<file path="src/rtl/avqp_pkg.sv">
package avqp_pkg;
  // Per-byte command from control to datapath
  typedef struct packed {
    logic       take;   // byte accepted this cycle
    logic       emit;   // quadlet complete, load output stage
    logic [1:0] lane;   // lane the accepted byte fills (0 = [31:24])
    logic       first;  // emitted quadlet opens its packet
    logic       last;   // emitted quadlet closes its packet
  } avqpStrobes_t;
endpackage

</file>
<file path="src/rtl/avqpCtrl.sv">
module avqpCtrl
  import avqp_pkg::*;
#(
  parameter int PKT_QUADS = 16,
  parameter int CNT_W     = $clog2(PKT_QUADS*4+1)
) (
  input  logic             clk,
  input  logic             rstN,
  input  logic             inValid,
  input  logic             inSop,
  input  logic             inEop,
  input  logic             outReady,
  output avqpStrobes_t     strb,
  output logic [CNT_W-1:0] byteCount,
  output logic             frameErr,
  output logic             overflow
);
  localparam int QI_W = (PKT_QUADS > 1) ? $clog2(PKT_QUADS) : 1;
  localparam logic [QI_W-1:0] LAST_Q = QI_W'(PKT_QUADS-1);

  logic [1:0]       laneCnt;
  logic [QI_W-1:0]  quadIdx;
  logic [CNT_W-1:0] byteCnt;
  logic             inPacket;

  logic             take, restart, emit, last;
  logic [1:0]       effLane;
  logic [QI_W-1:0]  effQuad;
  logic [CNT_W-1:0] effCount;

  always_comb begin
    take     = inValid && outReady && (inSop || inPacket);
    restart  = take && inSop;
    effLane  = restart ? 2'd0 : laneCnt;
    effQuad  = restart ? '0 : quadIdx;
    effCount = restart ? CNT_W'(1) : byteCnt + CNT_W'(1);
    emit     = take && (effLane == 2'd3 || inEop);
    last     = emit && (inEop || effQuad == LAST_Q);
    strb.take  = take;
    strb.emit  = emit;
    strb.lane  = effLane;
    strb.first = (effQuad == '0);
    strb.last  = last;
    byteCount  = effCount;
  end

  always_ff @(posedge clk) begin
    if (!rstN) begin
      laneCnt  <= 2'd0;
      quadIdx  <= '0;
      byteCnt  <= '0;
      inPacket <= 1'b0;
      frameErr <= 1'b0;
      overflow <= 1'b0;
    end else begin
      if (take && inSop && inPacket) frameErr <= 1'b1;
      if (inValid && !outReady)      overflow <= 1'b1;
      if (take) begin
        if (last) begin
          laneCnt  <= 2'd0;
          quadIdx  <= '0;
          byteCnt  <= '0;
          inPacket <= 1'b0;
        end else if (emit) begin
          laneCnt  <= 2'd0;
          quadIdx  <= effQuad + QI_W'(1);
          byteCnt  <= effCount;
          inPacket <= 1'b1;
        end else begin
          laneCnt  <= effLane + 2'd1;
          quadIdx  <= effQuad;
          byteCnt  <= effCount;
          inPacket <= 1'b1;
        end
      end
    end
  end


  overflow_sticky_chk: assert property (@(posedge clk) disable iff (!rstN)
    overflow |=> overflow);

  overflow_sets_chk: assert property (@(posedge clk) disable iff (!rstN)
    (inValid && !outReady) |=> overflow);

  frame_err_sticky_chk: assert property (@(posedge clk) disable iff (!rstN)
    frameErr |=> frameErr);

  idle_holds_chk: assert property (@(posedge clk) disable iff (!rstN)
    !inValid |=> ($stable(laneCnt) && $stable(quadIdx) && $stable(inPacket)));
endmodule

</file>
<file path="src/rtl/avqpData.sv">
module avqpData
  import avqp_pkg::*;
#(
  parameter int PKT_QUADS = 16,
  parameter int CNT_W     = $clog2(PKT_QUADS*4+1)
) (
  input  logic             clk,
  input  logic             rstN,
  input  avqpStrobes_t     strb,
  input  logic [7:0]       inData,
  input  logic [CNT_W-1:0] countIn,
  input  logic             outReady,
  output logic             outValid,
  output logic [31:0]      outData,
  output logic             outFirst,
  output logic             outLast,
  output logic [CNT_W-1:0] outByteCount
);
  localparam logic [CNT_W-1:0] FULL_CNT = CNT_W'(PKT_QUADS*4);

  logic [31:0] acc;
  logic [31:0] word;

  // lane 0 starts a fresh quadlet, which zeroes every padding lane
  always_comb begin
    word = (strb.lane == 2'd0) ? 32'd0 : acc;
    for (int l = 0; l < 4; l++) begin
      if (strb.lane == 2'(l)) word[31-8*l -: 8] = inData;
    end
  end

  always_ff @(posedge clk) begin
    if (!rstN) begin
      acc          <= '0;
      outValid     <= 1'b0;
      outData      <= '0;
      outFirst     <= 1'b0;
      outLast      <= 1'b0;
      outByteCount <= '0;
    end else begin
      if (strb.take) acc <= word;
      if (strb.emit) begin
        outValid     <= 1'b1;
        outData      <= word;
        outFirst     <= strb.first;
        outLast      <= strb.last;
        outByteCount <= countIn;
      end else if (outReady) begin
        outValid <= 1'b0;
      end
    end
  end

  function automatic logic [31:0] padMask(input logic [1:0] used);
    case (used)
      2'd1:    padMask = 32'h00FF_FFFF;
      2'd2:    padMask = 32'h0000_FFFF;
      2'd3:    padMask = 32'h0000_00FF;
      default: padMask = 32'h0;
    endcase
  endfunction


  hold_on_stall_chk: assert property (@(posedge clk) disable iff (!rstN)
    (outValid && !outReady) |=> (outValid && $stable(outData) && $stable(outLast)
                                 && $stable(outFirst) && $stable(outByteCount)));

  pad_zero_chk: assert property (@(posedge clk) disable iff (!rstN)
    (outValid && outLast) |-> ((outData & padMask(outByteCount[1:0])) == 32'd0));

  full_is_last_chk: assert property (@(posedge clk) disable iff (!rstN)
    (outValid && outByteCount == FULL_CNT) |-> outLast);

  count_range_chk: assert property (@(posedge clk) disable iff (!rstN)
    outValid |-> (outByteCount != '0 && outByteCount <= FULL_CNT));
endmodule

</file>
<file path="src/rtl/avQuadPacker.sv">
module avQuadPacker
  import avqp_pkg::*;
#(
  parameter int PKT_QUADS = 16,
  localparam int CNT_W    = $clog2(PKT_QUADS*4+1)
) (
  input  logic             clk,
  input  logic             rstN,
  input  logic [7:0]       inData,
  input  logic             inValid,
  input  logic             inSop,
  input  logic             inEop,
  input  logic             outReady,
  output logic             outValid,
  output logic [31:0]      outData,
  output logic             outFirst,
  output logic             outLast,
  output logic [CNT_W-1:0] outByteCount,
  output logic             frameErr,
  output logic             overflow
);
  avqpStrobes_t     strb;
  logic [CNT_W-1:0] byteCount;

  avqpCtrl #(.PKT_QUADS(PKT_QUADS), .CNT_W(CNT_W)) uCtrl (
    .clk(clk), .rstN(rstN), .inValid(inValid), .inSop(inSop), .inEop(inEop),
    .outReady(outReady), .strb(strb), .byteCount(byteCount),
    .frameErr(frameErr), .overflow(overflow)
  );

  avqpData #(.PKT_QUADS(PKT_QUADS), .CNT_W(CNT_W)) uData (
    .clk(clk), .rstN(rstN), .strb(strb), .inData(inData), .countIn(byteCount),
    .outReady(outReady), .outValid(outValid), .outData(outData),
    .outFirst(outFirst), .outLast(outLast), .outByteCount(outByteCount)
  );


  reset_quiet_chk: assert property (@(posedge clk)
    !rstN |=> (!outValid && !frameErr && !overflow));
endmodule

</file>
<file path="config.mk">
export PLATFORM = sky130hd
export DESIGN_NAME = avQuadPacker
export DESIGN_NICKNAME = d
export VERILOG_FILES = /design/src/rtl/avqp_pkg.sv /design/src/rtl/avqpCtrl.sv /design/src/rtl/avqpData.sv /design/src/rtl/avQuadPacker.sv
export SDC_FILE = /design/constraint.sdc
export NUM_CORES = 1
export LEC_CHECK = 0
export BUFFER_PORTS_ARGS = -buffer_cell sky130_fd_sc_hd__buf_2
export CAP_MARGIN = 20
export CORE_AREA = 3 3 122 124
export DETAILED_ROUTE_END_ITERATION = 6
export DIE_AREA = 0 0 125 127
export GPL_ROUTABILITY_DRIVEN = 0
export PLACE_DENSITY_LB_ADDON = 0.25
export SKIP_CTS_REPAIR_TIMING = 1
export SLEW_MARGIN = 20
export SYNTH_ARGS = -nofsm -noshare
export SYNTH_HDL_FRONTEND = slang
export SYNTH_SLANG_ARGS = --single-unit
</file>
<file path="constraint.sdc">
create_clock -name clk -period 1.8 [get_ports clk]
set_clock_uncertainty 0.15 [all_clocks]
set_input_delay 0.36 -clock clk [delete_from_list [all_inputs] [get_ports clk]]
set_output_delay 0.36 -clock clk [all_outputs]
set_load 0.005 [all_outputs]
</file>
==> results of run 1 <==
## how the worst max path moves through the flow
stage                                          to  depth (start not counted)
floorplan           uCtrl.quadIdx[1]$_SDFFE_PN0N_                          8
finish                  uData.acc[3]$_SDFFE_PN0N_                          5
detailed placement      uData.acc[9]$_SDFFE_PN0N_                          6
global route            uData.acc[5]$_SDFFE_PN0N_                          5
global placement       uData.acc[16]$_SDFFE_PN0N_                          5
CTS                     uData.acc[8]$_SDFFE_PN0N_                          5
## cells by family (layout without fill, tap and decap cells)
family / count (synthesis) / after routing / share of synthesized area [%]
xor gates and xnor gates: 6 / 6 / 1.32
muxes: 17 / 17 / 4.28
and+or+nand+nor: 154 / 154 / 18.2
AOI/OAI and AO/OA: 145 / 145 / 24.2
buffers and inverters: 51 / 115 / 5.92
DFF: 90 / 90 / 45.4
adders and majority gates: 2 / 2 / 0.630
## power breakdown
part | total [W] | switching [W] | internal [W]
Clock | 0.00208 | 0.000820 | 0.00126
Combinational | 0.000292 | 0.000188 | 0.000104
Sequential | 0.00203 | 0.0000129 | 0.00201
Total | 0.00440 | 0.00102 | 0.00338
## stage by stage
stage | std cells | TNS (ns) | power, W
after floorplan | 465 | 0 | 0.00223
after global placement | 693 | -0.767 | 0.00236
after detailed placement | 693 | -0.718 | 0.00236
after CTS | 708 | 0 | 0.00445
after global routing | 709 | 0 | 0.00457
final | 709 | 0 | 0.00440
## per-layer routing
metal	vias to the layer above	track usage, %	share of wire, %
met5	-	0	0
met4	0	4.66	1.5
met3	16	4.22	3.9
met2	86	22.6	47
met1	1693	19.2	47
li1	1787	-	-
## flip-flops by register name, summed over array words and instances, names as in the netlist
| register | cells |
|---|---|
| uCtrl.inPacket | 1 |
| uData.outValid | 1 |
| uCtrl.overflow | 1 |
| uData.outData | 32 |
| uData.outByteCount | 7 |
| uCtrl.byteCnt | 7 |
| uData.acc | 32 |
| uData.outLast | 1 |
| uCtrl.quadIdx | 4 |
| uCtrl.frameErr | 1 |
| uData.outFirst | 1 |
| uCtrl.laneCnt | 2 |
## placed cells by master (no fill, tap or decap), drive strengths merged, types with 3 or more instances in the layout
| master | netlist | routed |
|---|---|---|
| mux2i | 17 | 17 |
| clkbuf | 16 | 10 |
| o21ai | 32 | 32 |
| nand3 | 35 | 35 |
| and3 | 3 | 3 |
| o31ai | 11 | 11 |
| a21oi | 41 | 41 |
| nand2 | 51 | 51 |
| a22oi | 32 | 32 |
| buf | 22 | 87 |
| nor2 | 46 | 46 |
| inv | 13 | 13 |
| a211oi | 3 | 3 |
| xor2 | 5 | 5 |
| nor2b | 5 | 5 |
| a22o | 8 | 8 |
| dfxtp | 90 | 90 |
## worst reg2reg max path, delay by kind of cell, from the launching register on
| kind | cells | cell delay (ns) |
|---|---|---|
| and+or+nand+nor | 1 | 0.12 |
| DFF | 1 | 0.35 |
| AOI/OAI and AO/OA | 3 | 0.78 |
| buffers and inverters | 1 | 0.20 |
## cell type report
class | count | area, sq um
repair buffers | 87 | 586
fillers | 1463 | 8950
clock buffers | 10 | 239
flip-flops and latches | 90 | 1800
well taps | 180 | 225
clock inverters | 5 | 87.6
inverters | 13 | 48.8
multi-input cells | 324 | 1940
==> metrics.txt, run 1 <==
status completed; Post-layout nets around 540; fmax approximately 610 MHz; largest cells by area after synthesis dfxtp_1, a22oi_1, a21oi_1; setup slack after layout about 0.15 ns; IO Port Bufs 57; Vias about 3600; Synth Net Count just under 500; Min Hold Slack roughly 0.21 ns; DP Wirelength approximately 7800 microns; RR Startpoint uCtrl.inPacket$_SDFFE_PN0N_; 1st-iter DRT viols roughly 290; setup violators final 0; clk sinks 90; sequential-to-total area share from yosys stat approximately 45%; pin count of the biggest net entering global routing 61; Avg Inst Size Synth about 8.5 sq um; r2r setup slk ~0.15 ns; core box area between 0.01 and 0.015 sq mm; DRT Wirelength between 10000 and 15000 microns; crit path cell chain o211a_1 > buf_4 > o21ai_1 > a22oi_1 > nor2_1; Via density just over 5; main flop type after synthesis dfxtp_1; gr ovfl total 0; max incr delay on CP about 0.35 ns; antenna-violating nets left 0; critical path start-end classification flip-flop to flip-flop; gr usage total roughly 14%; Post-synth EDFFs 0; mapped cell area 0.00397 sq mm; global-route wire length before repair approximately 18000 microns; Routed WL per cell about 16 microns; final period utilization about 90%; Crit. End Element flip-flop; reg2reg end uData.acc[3]$_SDFFE_PN0N_; Starting Density ~29%; drt drc 0; Worst VDD drop approximately 0.00045 V; clock buffer count from CTS 9; H-tree Lvls 3; CTS tree yes; fin area between 0.004 and 0.005 sq mm; top-count cell post-synth dfxtp_1; reg2reg path depth 5; Synth top cells by count dfxtp_1, nand2_1, nor2_1; Reg clk slew, reported paths around 0.070 ns; Worst Setup SP uCtrl.inPacket$_SDFFE_PN0N_; Hold Startpoint inValid; CP required slightly below 2 ns; Site Rows 43; antenna violations before repair 0; max-slew violation count 0; vias in the first global route roughly 3500; drt first pass iters 7; synth warn 0; P_leak between 1.5 and 2 nW; Fin. Hold Viols 0; Die Y approximately 130 microns; worst path arrival time 1.79 ns; area grow syn2layout 24.2%; Final Util between 30% and 40%; Placement Setup Slack -0.0686 ns; worst slew pin tran 0.598 ns; Critical-path top delay cell dfxtp_2; asr flop ratio synth 0%; HP Class primary input to flip-flop; Bufs and invs on worst path 1; die width 125 microns; area leader, netlist dfxtp_1; Synth Register Bits 90; placed cell areas around 0.0046 sq mm; max_slew headroom around three fifths; critical path's top delay family compound AO/OA/AOI/OAI gates; fin crit period 1.65 ns; io pins 58; max cap viols 0; post-synthesis cell count approximately 470; root buf cell clkbuf_16; worst-path maximum fanout 8; RSZ-0062 raised after global routing no; post-synth cell types 54; Worst-Skew Late Latency 0.35 ns; CP startpoint kind flip-flop; share of cells above drive strength 1 between 20% and 30%; maximum root-to-sink buffer count 2; die area ~0.016 sq mm; pwr/cell area roughly 890 mW/mm^2; # diodes 0; Synth top area share between 40% and 50%; Hold EP uCtrl.overflow$_SDFFE_PN0P_; Worst Hold Depth 3
(Power assumes the default switching activity.)
==> inputs of run 2 (changes only) <==
--- a/config.mk
+++ b/config.mk
@@ -5,11 +5,12 @@
 export SDC_FILE = /design/constraint.sdc
 export NUM_CORES = 1
 export LEC_CHECK = 0
+export ABC_AREA = 1
 export BUFFER_PORTS_ARGS = -buffer_cell sky130_fd_sc_hd__buf_2
 export CAP_MARGIN = 20
-export CORE_AREA = 3 3 122 124
+export CORE_AREA = 3 3 119 121
 export DETAILED_ROUTE_END_ITERATION = 6
-export DIE_AREA = 0 0 125 127
+export DIE_AREA = 0 0 122 124
 export GPL_ROUTABILITY_DRIVEN = 0
 export PLACE_DENSITY_LB_ADDON = 0.25
 export SKIP_CTS_REPAIR_TIMING = 1
==> run 2 against run 1 <==
Net effect:
- sequential power up 2%
- non-clock buffer count shrank 13
- core utilization decreased by 0.26 points
- sequential share of layout area is 2.2 points higher
- global-route usage is 0.13 points lower
- critical endpoint is now uData.outData[0]$_SDFFE_PN0P_
- clock-buffer cell count fell by 1
- highest routed layer unchanged
- critical path type unchanged
==> metrics.txt, run 2 <==
clock buffer count from CTS 9 (unchanged); share of cells above drive strength 1 18.5% (-3.2 points); DRT Wirelength 10200 microns (-8.4%); top-count cell post-synth nand2_1; antenna-violating nets left 0 (unchanged); worst-path maximum fanout 9 (+1); commonest non-fill, non-tap cells in the layout nand2_1, dfxtp_1, a21oi_1, buf_2, inv_1; reg2reg path depth 5 (unchanged); reg2reg end uData.outData[0]$_SDFFE_PN0P_; Synth top cells by count nand2_1, dfxtp_1, a21oi_1; worst path arrival time 1.66 ns (-0.13 ns); Avg Inst Size Synth 7.35 sq um (-14%); top flop regs uData.acc (32), uData.outData (32); max-slew violation count 0 (unchanged); Hold EP uCtrl.overflow$_SDFFE_PN0P_; post-synthesis cell count 517 (+11%); post-synth cell types 30 (-44%); Routed WL per cell 13.5 microns (-14%); antenna violations before repair 0 (unchanged); status completed; main flop type after synthesis dfxtp_1; CTS tree yes; pwr/cell area 953 mW/mm^2 (+6.9%); Tot Pwr 0.00443 W (+0.87%); maximum root-to-sink buffer count 2 (unchanged); Final Util 35.3% (-0.26 points); Worst VDD drop 0.000398 V (-12%); net load switching power 0.00105 W (+3.2%); clk sinks 90 (unchanged); Synth top area share 47.4% (+2.0 points); largest cells by area after synthesis dfxtp_1, nand2_1, a21oi_1; gr usage total 14.3% (-0.13 points); sequential-to-total area share from yosys stat 47.4% (+2.0 points); Fin. Hold Viols 0 (unchanged); setup violators final 0 (unchanged); # diodes 0 (unchanged); H-tree Lvls 3 (unchanged); cell internal pwr 0.00338 W (+0.15%); IO Port Bufs 57 (unchanged); max cap viols 0 (unchanged); vias in the first global route 3413 (-2.3%); mapped cell area 0.00380 sq mm (-4.3%); worst slew pin tran 0.296 ns (-0.302 ns); io pins 58 (unchanged); RSZ-0062 raised after global routing no; gr ovfl total 0 (unchanged); switching portion of total power 23.8% (+0.54 points); asr flop ratio synth 0% (unchanged); Flop pwr share 46.8% (+0.7 points); final period utilization 88.6% (-2.8 points); global-route wire length before repair 16900 microns (-8.4%); Comb power frac 7.9% (+1.3 points); Worst-Skew Late Latency 0.34 ns (about the same); die area 0.0151 sq mm (-4.7%); critical path start-end classification flip-flop to flip-flop; Reg clk slew, reported paths 0.07 ns (about the same); pin count of the biggest net entering global routing 50 (-18%); area grow syn2layout 22.4%; Synth Register Bits 90 (unchanged); Die Y 124 microns (-2.4%); area leader, netlist dfxtp_1; CP required 1.87 ns (-0.07 ns); max_slew headroom 80.2% (+20 points); fmax 627 MHz (+3.2%); DP Wirelength 6790 microns (-13%); root buf cell clkbuf_16; RR Startpoint uCtrl.laneCnt[0]$_SDFFE_PN0N_; core box area 0.0132 sq mm (-5.0%); Site Rows 42 (-2.3%); CP startpoint kind flip-flop; Crit. End Element flip-flop; Clk pwr share 45.3% (-2.0 points); r2r setup slk 0.21 ns (+0.05 ns); drt first pass iters 5 (-2); HP Class primary input to flip-flop; synth warn 0 (unchanged); die width 122 microns (-2.4%); Worst Hold Depth 3 (unchanged); most common cell after layout, fill and taps aside nand2_1; drt drc 0 (unchanged); Hold Startpoint inValid; P_leak 2.17 nW (+12%); 1st-iter DRT viols 171 (-42%); Post-layout nets 589 (+8.9%); Post-synth EDFFs 0 (unchanged); Via density 4.71 (-6.9%); fin crit period 1.59 ns (-0.0506 ns); Vias 3548 (-0.95%); Starting Density 28.8% (+0.20 points); Synth Net Count 533 (+11%)
[run 2: power groups by stage]
| stage | sequential [W] | clock (W) | combinational, W |
|---|---|---|---|
| floorplan | 0.00212 | 0 | 0.000224 |
| global placement | 0.00212 | 0 | 0.000343 |
| detailed placement | 0.00212 | 0 | 0.000352 |
| CTS | 0.00208 | 0.00207 | 0.000353 |
| global route | 0.00208 | 0.00213 | 0.000398 |
| finish | 0.00208 | 0.00201 | 0.000349 |
[run 2: final cells by class]
class / count / area, sq um
Clock buffer: 9 / 225
Sequential cell: 90 / 1800
Tap cell: 176 / 220
Inverter: 54 / 205
Multi-Input combinational cell: 344 / 1650
Fill cell: 1403 / 8540
Timing Repair Buffer: 74 / 463
Clock inverter: 7 / 91.3
[run 2: per-layer routing]
metal,wire length [microns],GRT usage (%)
met5,0,0
met1,4670,18.3
met4,296,7.56
met3,558,2.68
met2,4640,23.0
[run 2: stage by stage]
stage          hold slack [ns]  setup WS [ns]  instance area (sq um)  setup TNS (ns)  std cells
2_1_floorplan            0.294          0.286                   3800               0        517
3_3_place_gp             0.302         0.0314                   4340               0        738
3_5_place_dp             0.307       -0.00592                   4340        -0.00592        738
4_1_cts                  0.187          0.250                   4650               0        754
5_1_grt                  0.212         0.0732                   4650               0        754
6_report                 0.187          0.205                   4650               0        754
[run 2: how the worst max path moves through the flow]
stage,endpoint,startpoint,depth (start not counted)
floorplan,uCtrl.quadIdx[1]$_SDFFE_PN0N_,inSop,6
global placement,uData.outData[0]$_SDFFE_PN0P_,inValid,8
detailed placement,uData.outData[0]$_SDFFE_PN0P_,inValid,8
CTS,uData.outFirst$_SDFFE_PN0P_,uCtrl.laneCnt[1]$_SDFFE_PN0N_,7
global route,uData.outData[0]$_SDFFE_PN0P_,uCtrl.laneCnt[0]$_SDFFE_PN0N_,5
finish,uData.outData[0]$_SDFFE_PN0P_,uCtrl.laneCnt[0]$_SDFFE_PN0N_,5
[run 2: cells by family (layout without fill, tap and decap cells)]
logic type	count (synthesis)	in the layout	share of synthesized area (%)
buffers and inverters	83	144	9.29
adders and majority gates	2	2	0.658
and+or+nand+nor	213	213	24.7
xor gates and xnor gates	1	1	0.231
AOI/OAI and AO/OA	128	128	17.7
DFF	90	90	47.4
[run 2: critical path, cell delays in order (launching register included)]
cell,delay (ns)
dfxtp_1,0.42
nand2_2,0.12
nand2_2,0.18
nand2_2,0.17
a21oi_1,0.30
a21oi_1,0.12
